[config.mk]
export PLATFORM = sky130hd
export DESIGN_NAME = sync_trig_unit
export DESIGN_NICKNAME = d
export VERILOG_FILES = /design/src/rtl/stu_pkg.sv /design/src/rtl/stu_delay.sv /design/src/rtl/stu_cfg.sv /design/src/rtl/stu_sched.sv /design/src/rtl/sync_trig_unit.sv
export SDC_FILE = /design/constraint.sdc
export NUM_CORES = 2
export LEC_CHECK = 0
export CAP_MARGIN = 10
export CELL_PAD_IN_SITES_DETAIL_PLACEMENT = 0
export CELL_PAD_IN_SITES_GLOBAL_PLACEMENT = 1
export CORE_AREA = 10 10 194 334
export DETAILED_ROUTE_END_ITERATION = 8
export DIE_AREA = 0 0 204 344
export GPL_ROUTABILITY_DRIVEN = 0
export PLACE_DENSITY_LB_ADDON = 0.25
export SLEW_MARGIN = 20
export SYNTH_ARGS = -nofsm -noshare
export SYNTH_HDL_FRONTEND = slang
export SYNTH_SLANG_ARGS = --single-unit
[constraint.sdc]
create_clock -name clk -period 7 [get_ports clk]
set_input_delay 1.4 -clock clk [delete_from_list [all_inputs] [get_ports clk]]
set_output_delay 1.4 -clock clk [all_outputs]
set_load 0.05 [all_outputs]
[src/rtl/stu_pkg.sv]
package stu_pkg;
    localparam int TICK_W = 16;
    localparam int DIV_W  = 4;

    typedef logic [TICK_W-1:0] tick_t;

    typedef enum logic [1:0] {
        MODE_FREE  = 2'd0,
        MODE_FRAME = 2'd1,
        MODE_SYNC  = 2'd2
    } trig_mode_e;

    typedef struct packed {
        trig_mode_e         mode;
        tick_t              sub;
        logic [DIV_W-1:0]   n;
        tick_t              d_out;
        tick_t              d_in;
    } timing_t;

    function automatic logic shift_legal(tick_t sh, tick_t lim, tick_t hw, tick_t sub);
        return (sh == '0) || ((sh > lim) && ((sh - hw) < sub));
    endfunction
endpackage

[src/rtl/stu_delay.sv]
module stu_delay
    import stu_pkg::*;
(
    input  logic  clk,
    input  logic  rst,
    input  logic  trig,
    input  tick_t dly,
    output logic  strobe
);
    tick_t cnt;
    logic  armed;

    always_ff @(posedge clk) begin
        if (rst) begin
            cnt    <= '0;
            armed  <= 1'b0;
            strobe <= 1'b0;
        end else begin
            strobe <= 1'b0;
            if (trig) begin
                if (dly == '0) begin
                    strobe <= 1'b1;
                    armed  <= 1'b0;
                end else begin
                    cnt   <= dly;
                    armed <= 1'b1;
                end
            end else if (armed) begin
                cnt <= cnt - 1'b1;
                if (cnt == tick_t'(1)) begin
                    strobe <= 1'b1;
                    armed  <= 1'b0;
                end
            end
        end
    end

    assert_strobe_src_R12: assert property (@(posedge clk) disable iff (rst)
        strobe |-> $past(trig || armed));
    assert_single_R12: assert property (@(posedge clk) disable iff (rst)
        strobe |=> !strobe);
endmodule

[src/rtl/stu_cfg.sv]
module stu_cfg
    import stu_pkg::*;
#(
    parameter int MIN_SUB       = 8,
    parameter int CALC_TICKS    = 2,
    parameter int OUT_HW_TICKS  = 3,
    parameter int IN_HW_TICKS   = 2,
    parameter int IN_LEAD_TICKS = 3
) (
    input  logic             clk,
    input  logic             rst,
    input  logic             we,
    input  logic [1:0]       mode_raw,
    input  tick_t            sub,
    input  logic [DIV_W-1:0] n,
    input  tick_t            out_shift,
    input  tick_t            in_shift,
    input  logic             bnd,
    output timing_t          act,
    output logic             act_valid,
    output logic             first,
    output logic             apply,
    output trig_mode_e       nxt_mode,
    output tick_t            nxt_sub,
    output logic [DIV_W-1:0] nxt_n,
    output logic             err
);
    localparam tick_t MIN_T   = tick_t'(MIN_SUB);
    localparam tick_t OUT_LIM = tick_t'(CALC_TICKS + OUT_HW_TICKS);
    localparam tick_t IN_LIM  = tick_t'(CALC_TICKS + IN_HW_TICKS);
    localparam tick_t OUT_HW  = tick_t'(OUT_HW_TICKS);
    localparam tick_t IN_HW   = tick_t'(IN_HW_TICKS);
    localparam tick_t LEAD_D  = tick_t'(MIN_SUB - IN_LEAD_TICKS);

    timing_t pend, cand;
    logic    pend_q, ok, accept;

    always_comb begin
        ok = (mode_raw != 2'd3) && (sub >= MIN_T) && (n != '0)
           && shift_legal(out_shift, OUT_LIM, OUT_HW, sub)
           && shift_legal(in_shift, IN_LIM, IN_HW, sub);
        cand.mode  = trig_mode_e'(mode_raw);
        cand.sub   = sub;
        cand.n     = n;
        cand.d_out = (out_shift == '0) ? '0 : out_shift - OUT_HW;
        cand.d_in  = (in_shift == '0) ? LEAD_D : in_shift - IN_HW;
        accept     = we && ok;
        first      = accept && !act_valid;
        apply      = first || (bnd && pend_q);
        nxt_mode   = pend_q ? pend.mode : act.mode;
        nxt_sub    = pend_q ? pend.sub  : act.sub;
        nxt_n      = pend_q ? pend.n    : act.n;
    end

    always_ff @(posedge clk) begin
        if (rst) begin
            act       <= '0;
            pend      <= '0;
            pend_q    <= 1'b0;
            act_valid <= 1'b0;
            err       <= 1'b0;
        end else begin
            if (we) err <= !ok;
            if (first) begin
                act       <= cand;
                act_valid <= 1'b1;
            end
            if (bnd && pend_q) begin
                act    <= pend;
                pend_q <= 1'b0;
            end
            if (accept && act_valid) begin
                pend   <= cand;
                pend_q <= 1'b1;
            end
        end
    end

    assert_reject_flag_R2: assert property (@(posedge clk) disable iff (rst)
        (we && !ok) |=> err);
    assert_reject_keeps_R2: assert property (@(posedge clk) disable iff (rst)
        (we && !ok && act_valid && !bnd) |=> $stable(act));
    assert_mode_hold_R11: assert property (@(posedge clk) disable iff (rst)
        (act_valid && !bnd) |=> $stable(act.mode));
endmodule

[src/rtl/stu_sched.sv]
module stu_sched
    import stu_pkg::*;
(
    input  logic             clk,
    input  logic             rst,
    input  logic [63:0]      lt,
    input  logic [63:0]      start,
    input  logic             act_valid,
    input  trig_mode_e       act_mode,
    input  tick_t            act_sub,
    input  trig_mode_e       nxt_mode,
    input  tick_t            nxt_sub,
    input  logic [DIV_W-1:0] nxt_n,
    input  logic             first,
    input  logic             apply,
    output logic             bnd,
    output logic             cyc_pulse,
    output logic             sub_pulse,
    output logic             fr_pulse
);
    logic [63:0] next_start, sub_next, nxt_period;
    tick_t       fr_cnt;

    assign nxt_period = 64'(nxt_sub) * 64'(nxt_n);
    assign bnd        = act_valid && (lt >= next_start);

    always_ff @(posedge clk) begin
        if (rst) begin
            next_start <= '0;
            sub_next   <= '0;
            cyc_pulse  <= 1'b0;
            sub_pulse  <= 1'b0;
        end else begin
            cyc_pulse <= 1'b0;
            sub_pulse <= 1'b0;
            if (first) begin
                next_start <= start;
                sub_next   <= start;
            end else if (bnd) begin
                next_start <= next_start + nxt_period;
                sub_next   <= next_start + 64'(nxt_sub);
                if (nxt_mode == MODE_SYNC) begin
                    cyc_pulse <= 1'b1;
                    sub_pulse <= 1'b1;
                end
            end else if (act_valid && act_mode == MODE_SYNC
                         && lt >= sub_next && sub_next < next_start) begin
                sub_pulse <= 1'b1;
                sub_next  <= sub_next + 64'(act_sub);
            end
        end
    end

    always_ff @(posedge clk) begin
        if (rst) begin
            fr_cnt   <= '0;
            fr_pulse <= 1'b0;
        end else begin
            fr_pulse <= 1'b0;
            if (apply) begin
                fr_cnt <= '0;
            end else if (act_valid && act_mode == MODE_FREE) begin
                if (fr_cnt == act_sub - 1'b1) begin
                    fr_cnt   <= '0;
                    fr_pulse <= 1'b1;
                end else begin
                    fr_cnt <= fr_cnt + 1'b1;
                end
            end
        end
    end

    assert_cyc_with_sub_R5: assert property (@(posedge clk) disable iff (rst)
        cyc_pulse |-> sub_pulse);
    assert_sub_gap_R5: assert property (@(posedge clk) disable iff (rst)
        sub_pulse |=> !sub_pulse);
endmodule

[src/rtl/sync_trig_unit.sv]
module sync_trig_unit
    import stu_pkg::*;
#(
    parameter int MIN_SUB       = 8,
    parameter int CALC_TICKS    = 2,
    parameter int OUT_HW_TICKS  = 3,
    parameter int IN_HW_TICKS   = 2,
    parameter int IN_LEAD_TICKS = 3
) (
    input  logic              clk,
    input  logic              rst,
    input  logic [63:0]       local_time,
    input  logic              frame_evt,
    input  logic              frame_has_out,
    input  logic              cfg_we,
    input  logic [1:0]        cfg_mode,
    input  logic [TICK_W-1:0] cfg_sub_ticks,
    input  logic [DIV_W-1:0]  cfg_subdiv,
    input  logic [63:0]       cfg_start,
    input  logic [TICK_W-1:0] cfg_out_shift,
    input  logic [TICK_W-1:0] cfg_in_shift,
    output logic              cyc_pulse,
    output logic              sub_pulse,
    output logic              out_strobe,
    output logic              in_strobe,
    output logic              cfg_err
);
    localparam int NCH = 2;

    timing_t          act;
    logic             act_valid, first, apply, bnd, fr_pulse;
    trig_mode_e       nxt_mode;
    tick_t            nxt_sub;
    logic [DIV_W-1:0] nxt_n;
    logic [NCH-1:0]   trig, stb;
    tick_t            dly [NCH];
    logic             out_evt;

    stu_cfg #(
        .MIN_SUB(MIN_SUB), .CALC_TICKS(CALC_TICKS), .OUT_HW_TICKS(OUT_HW_TICKS),
        .IN_HW_TICKS(IN_HW_TICKS), .IN_LEAD_TICKS(IN_LEAD_TICKS)
    ) u_cfg (
        .clk(clk), .rst(rst), .we(cfg_we), .mode_raw(cfg_mode), .sub(cfg_sub_ticks),
        .n(cfg_subdiv), .out_shift(cfg_out_shift), .in_shift(cfg_in_shift), .bnd(bnd),
        .act(act), .act_valid(act_valid), .first(first), .apply(apply),
        .nxt_mode(nxt_mode), .nxt_sub(nxt_sub), .nxt_n(nxt_n), .err(cfg_err)
    );

    stu_sched u_sched (
        .clk(clk), .rst(rst), .lt(local_time), .start(cfg_start), .act_valid(act_valid),
        .act_mode(act.mode), .act_sub(act.sub), .nxt_mode(nxt_mode), .nxt_sub(nxt_sub),
        .nxt_n(nxt_n), .first(first), .apply(apply), .bnd(bnd),
        .cyc_pulse(cyc_pulse), .sub_pulse(sub_pulse), .fr_pulse(fr_pulse)
    );

    always_comb begin
        unique case (act.mode)
            MODE_SYNC:  out_evt = sub_pulse;
            MODE_FREE:  out_evt = fr_pulse;
            MODE_FRAME: out_evt = frame_evt && frame_has_out;
            default:    out_evt = 1'b0;
        endcase
        trig[0] = act_valid && out_evt;
        trig[1] = act_valid && (out_evt || (act.mode == MODE_FRAME && frame_evt));
        dly[0]  = act.d_out;
        dly[1]  = act.d_in;
    end

    for (genvar g = 0; g < NCH; g++) begin : g_dly
        stu_delay u_dly (.clk(clk), .rst(rst), .trig(trig[g]), .dly(dly[g]), .strobe(stb[g]));
    end

    assign out_strobe = stb[0];
    assign in_strobe  = stb[1];

    assert_quiet_R1: assert property (@(posedge clk) disable iff (rst)
        !act_valid |-> !(out_strobe || in_strobe || cyc_pulse || sub_pulse));
endmodule

==> reports/results.ini <==
[run_status]
status=finished clean

[floorplan]
rows=118
start_util_pct=44.7
core_area_sq_um=58900
die_h_um=344
io_pins=192
die_x_um=204
die_area_sq_um=70200

[synth]
ys_types=82
synth_edf_count=0
ys.warnings.count=0
netlist_area_sq_um=26400
synth_top_flop_cell=dfxtp_1
synthArstFlopShare_pct=0
ys_ff_latch=294
synth_top_area_cell=dfxtp_1
syn_inst=3519
syn_nets=4046
ys_seq_area_share_pct=22.3
synth_top_area_share_pct=22.3
syn_avg_cell_area_sq_um=7.49
synth_top_cells_by_area=dfxtp_1, ha_1, nand2_1

[clock_network]
holdBufCountCts=0
htreeDepth=1
clkTransAtPathRegs_ps=60
cts_buffer_depth=3
cts-root-buf=clkbuf_16
numCtsBuffers=31
insertion_delay_ps=600
clock_sinks=294
ctsResizeCount=0
cts_tree=done
cts_setup_buffers=0

[pwr]
combPwrFrac_pct=29.1
seq_power_share_pct=37.6
p_sw_share_pct=35.1
cellLeakagePower_uw=0.0117
p_int_uw=3310
switching_power_uw=1790
powerDensity_nw_per_um2=169
clkPwrFrac_pct=33.3
vdd_drop_max_mv=0.169

[sta]
min_period_ps=6380
drv_slew=0
timing.final.ws_setup_ps=624
timing.final.hold_violations=0
fmax_mhz=157
rsz0062_at_grt=no
max-slew-margin-rel_pct=18.0
fin_skew_ps=26.9
fin_tns_setup_ps=0
finalCritPeriodShare_pct=91.1
report.final.setup_viol=0
worstMarginPinSlew_ps=1210

[routing]
drc=0
viasPerCell=6.21
wire_per_inst_um=24.2
drtPass1Iterations=6
vias=27600
wl_mm=107
dr.first_iter.drc_count=2302
ant_nets=0

[critical_path]
timing.rr.end=u_sched.next_start[55]
cp.arrival_ps=6810
crit_path_top_delay_cell=dfxtp_1
worst_setup_path_end_kind=register
critPathMaxStageDelay_ps=870
r2r_cells=19
r2r_setup_slack_ps=620
start_kind=register
crit_type=reg -> reg
crit_fanout=16
regToRegStartpoint=u_cfg.pend_q
path_cells=buf_4 -> mux2i_1 -> nor2_1 -> fa_1 -> fa_1 -> inv_1 -> fa_1 -> inv_1 -> ha_1 -> a21oi_1 -> o21ai_0 -> a21oi_1 -> o31ai_1 -> a31oi_2 -> buf_4 -> nor4b_1 -> buf_4 -> mux2i_1 -> nor4_1
critPathRequiredTime_ps=7440

[global_route]
antenna_found_initial=3
grt.total_usage_pct=29.5
grt_pass1_vias=27500
grt_pass1_wl_mm=162
grt_max_degree=113
grt_overflow=0

[place]
hpwlAfterDp_mm=83.9
place_ws_ps=488
portBuffers=191

[layout]
num-nets-final=4168
area_growth_pct=14.8
nFillCells=5832
final_common_cell=nand2_1
drive_gt1_share_pct=4.61
final_cell_mix=nand2_1, nor2_1, a21oi_1

[job]
maxCapViolations=0

[min_path]
worst_hold_startpoint=u_cfg.pend[0]
hold_end=u_cfg.act[0]
hold_depth=2
hold_class=reg -> reg

## per-stage QoR
stage	hold slack [ps]	cell area, sq um	power (uW)	instances	util, %
after floorplan	432	26400	2830	3519	-
after global placement	441	29200	3350	4386	49.5
final	453	30200	5110	4444	51.3
after global routing	472	30200	5340	4443	51.3
after CTS	455	30200	5090	4441	51.3
after detailed placement	445	29200	3400	4386	49.6
## worst max path at each step
| stage | start | endpoint | slack, ps | cells past startpoint |
|---|---|---|---|---|
| finish | u_cfg.pend_q | u_sched.next_start[55] | 620 | 19 |
| global route | u_cfg.pend_q | u_sched.next_start[55] | 250 | 19 |
| CTS | u_cfg.pend_q | u_sched.next_start[55] | 690 | 19 |
| detailed placement | cfg_in_shift[3] | u_sched.sub_next[13] | 490 | 14 |
| global placement | cfg_out_shift[4] | u_sched.sub_next[49] | 320 | 17 |
| floorplan | u_cfg.pend_q | u_sched.next_start[63] | 1150 | 19 |
## area by class of cell
type | count | area (sq um) | share of cell area [%]
diodes | 1 | 2.50 | 0.00827
clock buffers | 42 | 877 | 2.90
clock inverters | 13 | 129 | 0.426
repair buffers | 259 | 2490 | 8.22
flip-flops and latches | 294 | 5890 | 19.5
well taps | 780 | 976 | 3.23
multi-input cells | 2795 | 18900 | 62.5
inverters | 260 | 976 | 3.23
## sequential cells by signal, summed over array words and instances, names as in the netlist
register	count
u_sched.next_start	64
u_sched.sub_next	64
u_cfg.act	54
u_cfg.pend	54
g_dly.u_dly.cnt	32
u_sched.fr_cnt	16
g_dly.u_dly.armed	2
g_dly.u_dly.strobe	2
u_cfg.act_valid	1
u_cfg.err	1
u_cfg.pend_q	1
u_sched.cyc_pulse	1
u_sched.fr_pulse	1
u_sched.sub_pulse	1
## routing by layer
metal | wire length [um] | track usage (%) | up-vias
met5 | 27 | 0 | -
met4 | 9950 | 23.6 | 4
met3 | 6620 | 4.18 | 384
met2 | 52600 | 52.4 | 1237
met1 | 38200 | 30.6 | 13100
li1 | - | - | 12900
## power by group through the flow
stage / registers [uW] / logic (uW) / clock network (uW)
2_1_floorplan: 1880 / 947 / 0
3_3_place_gp: 1950 / 1410 / 0
3_5_place_dp: 1950 / 1450 / 0
4_1_cts: 1910 / 1460 / 1720
5_1_grt: 1930 / 1630 / 1780
6_report: 1920 / 1490 / 1700
## cell usage after synthesis, types with 55 or more instances
master / n
nand2_1: 410
inv_1: 260
a211oi_1: 73
xnor2_1: 173
clkbuf_1: 131
dfxtp_1: 294
nor3_1: 112
nand3_1: 101
nand4_1: 89
a311oi_1: 55
o21ai_0: 132
ha_1: 293
nor4_1: 72
a21oi_1: 298
nor2_1: 379
## worst max-delay path, delay by kind of cell, from the launching register on
family	cells	cell delay, ps
AND/OR/NAND/NOR	3	520
multiplexers	2	760
buffers and inverters	5	920
flip-flops	1	870
AO/OA/AOI/OAI	5	1250
adder cells (fa/ha/maj)	4	1870
## logic make-up (layout without fill, tap and decap cells)
kind of cell / count (synthesis) / after routing / synth area share, %
XOR/XNOR: 220 / 220 / 7.31
multiplexers: 32 / 32 / 1.22
other: 0 / 1 / 0
adder cells (fa/ha/maj): 340 / 340 / 17.5
buffers and inverters: 430 / 574 / 6.26
AND/OR/NAND/NOR: 1343 / 1343 / 24.0
flip-flops: 294 / 294 / 22.3
AO/OA/AOI/OAI: 860 / 860 / 21.4
No activity file was read; power rests on OpenSTA's default activity.
